### src/rtl/coh_mode_pkg.sv
package coh_mode_pkg;

  localparam int UC_W     = 4;
  localparam int UC_RESET = 4;
  localparam int UC_MAX   = 15;
  localparam int UC_MIN   = 1;

  typedef enum logic {
    MODE_INV = 1'b0,
    MODE_UPD = 1'b1
  } cohMode_t;

  // Per-group strobes from control to datapath
  typedef struct packed {
    logic miss;
    logic inv;
    logic upd;
  } grpStrobe_t;

endpackage

### src/rtl/coh_mode_ctrl.sv
module coh_mode_ctrl
  import coh_mode_pkg::*;
#(
  parameter int BLK_IDX_W   = 4,
  parameter int GROUP_SHIFT = 1,
  localparam int GRP_IDX_W  = BLK_IDX_W - GROUP_SHIFT,
  localparam int NUM_GROUPS = 1 << GRP_IDX_W
) (
  input  logic                             missValid,
  input  logic [BLK_IDX_W-1:0]             missIdx,
  input  logic                             invValid,
  input  logic [BLK_IDX_W-1:0]             invIdx,
  input  logic                             updValid,
  input  logic [BLK_IDX_W-1:0]             updIdx,
  output grpStrobe_t [NUM_GROUPS-1:0]      strbVec
);

  logic [GRP_IDX_W-1:0] missGrp, invGrp, updGrp;

  assign missGrp = missIdx[BLK_IDX_W-1:GROUP_SHIFT];
  assign invGrp  = invIdx[BLK_IDX_W-1:GROUP_SHIFT];
  assign updGrp  = updIdx[BLK_IDX_W-1:GROUP_SHIFT];

  for (genvar g = 0; g < NUM_GROUPS; g++) begin : gDecode
    assign strbVec[g].miss = missValid && (missGrp == GRP_IDX_W'(g));
    assign strbVec[g].inv  = invValid  && (invGrp  == GRP_IDX_W'(g));
    assign strbVec[g].upd  = updValid  && (updGrp  == GRP_IDX_W'(g));
  end

endmodule

### src/rtl/coh_mode_dp.sv
module coh_mode_dp
  import coh_mode_pkg::*;
#(
  parameter int NUM_GROUPS = 8,
  parameter int W_WIDTH    = 8
) (
  input  logic                        clk,
  input  logic                        rstN,
  input  logic [W_WIDTH-1:0]          wLimit,
  input  logic [UC_W-1:0]             ucSwitch,
  input  grpStrobe_t [NUM_GROUPS-1:0] strbVec,
  output logic [NUM_GROUPS-1:0]       modeVec
);

  localparam logic [W_WIDTH-1:0] W_MAX   = '1;
  localparam logic [UC_W-1:0]    UC_TOP  = UC_W'(UC_MAX);
  localparam logic [UC_W-1:0]    UC_BOT  = UC_W'(UC_MIN);
  localparam logic [UC_W-1:0]    UC_INIT = UC_W'(UC_RESET);

  for (genvar g = 0; g < NUM_GROUPS; g++) begin : gEntry
    cohMode_t           modeQ, modeN;
    logic [W_WIDTH-1:0] wQ, wN;
    logic [UC_W-1:0]    ucQ, ucN;
    logic [UC_W-1:0]    remQ, remN;

    always_comb begin
      modeN = modeQ;
      wN    = wQ;
      ucN   = ucQ;
      remN  = remQ;
      // miss first
      if (strbVec[g].miss) begin
        if (modeQ == MODE_INV) begin
          if (wQ >= wLimit) begin
            ucN = (ucQ > UC_BOT) ? ucQ - 1'b1 : ucQ;
          end else begin
            ucN = (ucQ < UC_TOP) ? ucQ + 1'b1 : ucQ;
          end
          if (ucN >= ucSwitch) begin
            modeN = MODE_UPD;
            remN  = ucN;
          end
        end
        wN = '0;
      end
      // then invalidation
      if (strbVec[g].inv && (wN != W_MAX)) begin
        wN = wN + 1'b1;
      end
      // then update
      if (strbVec[g].upd && (modeN == MODE_UPD) && (remN != '0)) begin
        remN = remN - 1'b1;
        if (remN == '0) begin
          modeN = MODE_INV;
        end
      end
    end

    always_ff @(posedge clk) begin
      if (!rstN) begin
        modeQ <= MODE_INV;
        wQ    <= '0;
        ucQ   <= UC_INIT;
        remQ  <= '0;
      end else begin
        modeQ <= modeN;
        wQ    <= wN;
        ucQ   <= ucN;
        remQ  <= remN;
      end
    end

    assign modeVec[g] = (modeQ == MODE_UPD);
  end

endmodule

### src/rtl/coh_mode_selector.sv
module coh_mode_selector
  import coh_mode_pkg::*;
#(
  parameter int BLK_IDX_W   = 4,
  parameter int GROUP_SHIFT = 1,
  parameter int W_WIDTH     = 8
) (
  input  logic                 clk,
  input  logic                 rstN,
  input  logic [W_WIDTH-1:0]   wLimit,
  input  logic [UC_W-1:0]      ucSwitch,
  input  logic                 invValid,
  input  logic [BLK_IDX_W-1:0] invIdx,
  input  logic                 missValid,
  input  logic [BLK_IDX_W-1:0] missIdx,
  input  logic                 updValid,
  input  logic [BLK_IDX_W-1:0] updIdx,
  input  logic [BLK_IDX_W-1:0] qryIdx,
  output logic                 qryMode
);

  localparam int GRP_IDX_W  = BLK_IDX_W - GROUP_SHIFT;
  localparam int NUM_GROUPS = 1 << GRP_IDX_W;

  grpStrobe_t [NUM_GROUPS-1:0] strbVec;
  logic [NUM_GROUPS-1:0]       modeVec;

  coh_mode_ctrl #(
    .BLK_IDX_W  (BLK_IDX_W),
    .GROUP_SHIFT(GROUP_SHIFT)
  ) uCtrl (
    .missValid(missValid),
    .missIdx  (missIdx),
    .invValid (invValid),
    .invIdx   (invIdx),
    .updValid (updValid),
    .updIdx   (updIdx),
    .strbVec  (strbVec)
  );

  coh_mode_dp #(
    .NUM_GROUPS(NUM_GROUPS),
    .W_WIDTH   (W_WIDTH)
  ) uDp (
    .clk     (clk),
    .rstN    (rstN),
    .wLimit  (wLimit),
    .ucSwitch(ucSwitch),
    .strbVec (strbVec),
    .modeVec (modeVec)
  );

  assign qryMode = modeVec[qryIdx[BLK_IDX_W-1:GROUP_SHIFT]];

endmodule

### config.mk
export PLATFORM = sky130hd
export DESIGN_NAME = coh_mode_selector
export DESIGN_NICKNAME = d
export VERILOG_FILES = /design/src/rtl/coh_mode_pkg.sv /design/src/rtl/coh_mode_ctrl.sv /design/src/rtl/coh_mode_dp.sv /design/src/rtl/coh_mode_selector.sv
export SDC_FILE = /design/constraint.sdc
export NUM_CORES = 1
export LEC_CHECK = 0
export BUFFER_PORTS_ARGS = -buffer_cell sky130_fd_sc_hd__buf_2
export CAP_MARGIN = 20
export CORE_UTILIZATION = 45
export CTS_BUF_LIST = sky130_fd_sc_hd__clkbuf_8 sky130_fd_sc_hd__clkbuf_16
export CTS_CLUSTER_DIAMETER = 150
export DETAILED_ROUTE_END_ITERATION = 10
export SLEW_MARGIN = 10
export SYNTH_ARGS = -nofsm -noshare
export SYNTH_HDL_FRONTEND = slang
export SYNTH_HIERARCHICAL = 1
export SYNTH_SLANG_ARGS = --single-unit
### constraint.sdc
create_clock -name clk -period 11.85 [get_ports clk]
set_clock_uncertainty 0.2 [all_clocks]
set_input_delay 2.37 -clock clk [delete_from_list [all_inputs] [get_ports clk]]
set_output_delay 2.37 -clock clk [all_outputs]
set_load 0.02 [all_outputs]
==> out/qor.yml <==
clock_tree:
  cts_tree: "built"
  path_clk_slew_ps: 60
  ctsHoldBuffers: 0
  cts_resized: 0
  cts-buffers-inserted: 17
  cts-root-buf: "clkbuf_16"
  htreeDepth: 4
  cts_setup_buffers: 0
  clkLatencyLatePin_ps: 420
  clockBufferDepth: 2
  cts_num_sinks: 136
cells_and_area:
  diodes: 0
  syn_to_final_growth_pct: 7.89
  utilization: 0.500
  drive_gt1_frac: 0.0915
  n_fill_cell: 2273
  final_nets: 1501
routing:
  drtIter0Drc: 504
  drtAntennaViolNets: 0
  viasPerCell: 5.65
  dr.pass1.iters: 4
  totalWireLength_mm: 26.3
  wl_per_cell_um: 15.8
  drc_errors: 0
  vias: 9394
timing:
  fin_setup_tns_ps: 0
  tightestPinTransition_ps: 755
  drv_slew: 0
  period_share: 0.587
  max_freq_mhz: 144
  whs_ps: 311
  slew_headroom: 0.497
  rsz0062_at_grt: "no"
  setup_viol: 0
  hold_viol: 0
  period_minus_slack_ps: 6950
global_route:
  overflow: 0
  grt_first_pass_wirelength_mm: 43.2
  grt_pass1_vias: 8757
  antenna_found_initial: 0
  grt_max_degree: 61
  grtUsageTotal: 0.219
logic_synthesis:
  synth_top_area_share: 0.247
  synth_nets: 1496
  synth.cell_area_um2: 11000
  async_flop_share: 0
  synth_edf_count: 0
  ys_ff_latch: 136
  ys_warn_count: 6
  avgSynthCellArea_um2: 8.30
  synth-main-ff-cell: "dfxtp_1"
  ys_top_cells_by_area: "dfxtp_1 25%, ha_1 15%, mux2i_1 4.5%"
  syn_inst: 1327
  synth_cell_types: 77
  seq_area_frac_synth: 0.247
  synth_common_cells: "136 x dfxtp_1, 136 x ha_1, 128 x nor2_1"
  yosysTopAreaCell: "dfxtp_1"
min_path:
  hp-class: "reg2reg"
  hp-start: "uDp/gEntry[6].wQ[5]"
  hold_depth: 2
setup_path:
  cp_max_fo: 8
  reg2reg_from: "uDp/gEntry[6].wQ[0]"
  crit_path_start: "wLimit[1]"
  path_class: "in2reg"
  startpoint_type: "input pin"
  r2r_cells: 19
  path_cells: "buf_2 -> inv_1 -> ha_1 -> a21oi_1 -> o21ai_0 -> a2111oi_0 -> nor2_1 -> a21oi_1 -> inv_1 -> ha_1 -> nand2_1 -> o21ai_0 -> nand2_1 -> o21ai_0 -> inv_1 -> ha_1 -> a31oi_1 -> mux2_2 -> nor2_1"
  crit_path_max_incr_delay_ps: 660
  end_kind: "flop"
  cp_slowest_cell: "a2111oi_0"
  arrival_ps: 7110
  cp.required_ps: 12010
pwr:
  peakVddDrop_mv: 0.0745
  powerDensity_nw_per_um2: 89.9
  p_leak_uw: 0.00495
placement:
  io_buffer_count: 29
  gp_congestion: 0.842
  hpwl_mm: 19.2
floorplanning:
  dieArea_um2: 25100
  ios: 34
  start_util: 0.464
  rows: 56
  die_x_um: 158
  fp.dieH_um: 158
  core_area_um2: 23800
flow_run:
  maxCapViolCount: 0
run_status:
  outcome: "complete, no violations"
-- stage by stage --
| step | total power [uW] | area [um2] | worst slack (ps) | instances |
|---|---|---|---|---|
| after floorplan | 563 | 11000 | 5300 | 1327 |
| after global routing | 1120 | 11900 | 4460 | 1663 |
| after detailed placement | 599 | 11400 | 4520 | 1632 |
| final | 1070 | 11900 | 4900 | 1663 |
| after global placement | 596 | 11400 | 4530 | 1632 |
| after CTS | 1080 | 11900 | 4950 | 1663 |
-- worst max-delay path: cells and delay by family --
family	cells	cell delay [ps]
AND/OR/NAND/NOR	4	370
buffers and inverters	4	650
AO/OA/AOI/OAI	7	2440
multiplexers	1	370
adder cells (fa/ha/maj)	3	900
-- cell type report --
cell class | instances | area, um2 | share of cell area
multi-input cells | 1081 | 7840 | 0.659
repair buffers | 32 | 168 | 0.0141
flip-flops and latches | 136 | 2720 | 0.229
inverters | 64 | 240 | 0.0202
clock inverters | 12 | 65.1 | 0.00547
clock buffers | 19 | 453 | 0.0381
well taps | 319 | 399 | 0.0336
-- where the power goes --
| part | internal [uW] | total [uW] | switching, uW |
|---|---|---|---|
| Sequential | 463 | 469 | 6.51 |
| Combinational | 44.9 | 119 | 74.5 |
| Clock | 272 | 479 | 207 |
-- final timing paths --
check                                              to  slack (ps)
worst max-delay path            uDp/gEntry[6].remQ[1]        4900
worst min-delay path              uDp/gEntry[6].wQ[5]         310
worst max register to register  uDp/gEntry[6].remQ[1]        6870
worst min register to register    uDp/gEntry[6].wQ[5]         310
-- layer usage --
layer  routed length (um)  up-vias  track usage
li1                     -     4817            -
met4                  462        0       0.0737
met2                12900      137        0.388
met1                12200     4411        0.269
met5                    0        -            0
met3                  803       29       0.0338
-- logic make-up after synthesis --
logic type,Yosys count,share of synthesized area
AND/OR/NAND/NOR,541,0.267
AO/OA/AOI/OAI,272,0.171
adder cells (fa/ha/maj),136,0.154
flip-flops,136,0.247
buffers and inverters,110,0.0413
XOR/XNOR,66,0.0525
multiplexers,66,0.0666
-- sequential cells by signal (all words and copies together), names as in the netlist --
signal and count:
uDp/gEntry.ucQ 32, uDp/gEntry.wQ 64, uDp/gEntry.modeQ 8, uDp/gEntry.remQ 32
-- placed cells by master, fill, tap and decap left out, types with 34 or more instances in the layout --
cell type,netlist,final
nor2_1,128,128
ha_1,136,136
nand2_1,110,110
dfxtp_1,136,136
a21oi_1,80,80
xnor2_1,48,48
nand2b_1,58,58
nor2b_1,36,36
nand4_1,34,34
nand3_1,45,45
inv_1,63,67
o21ai_0,50,50
mux2i_1,50,50
Power figures use the tool's default switching activity.
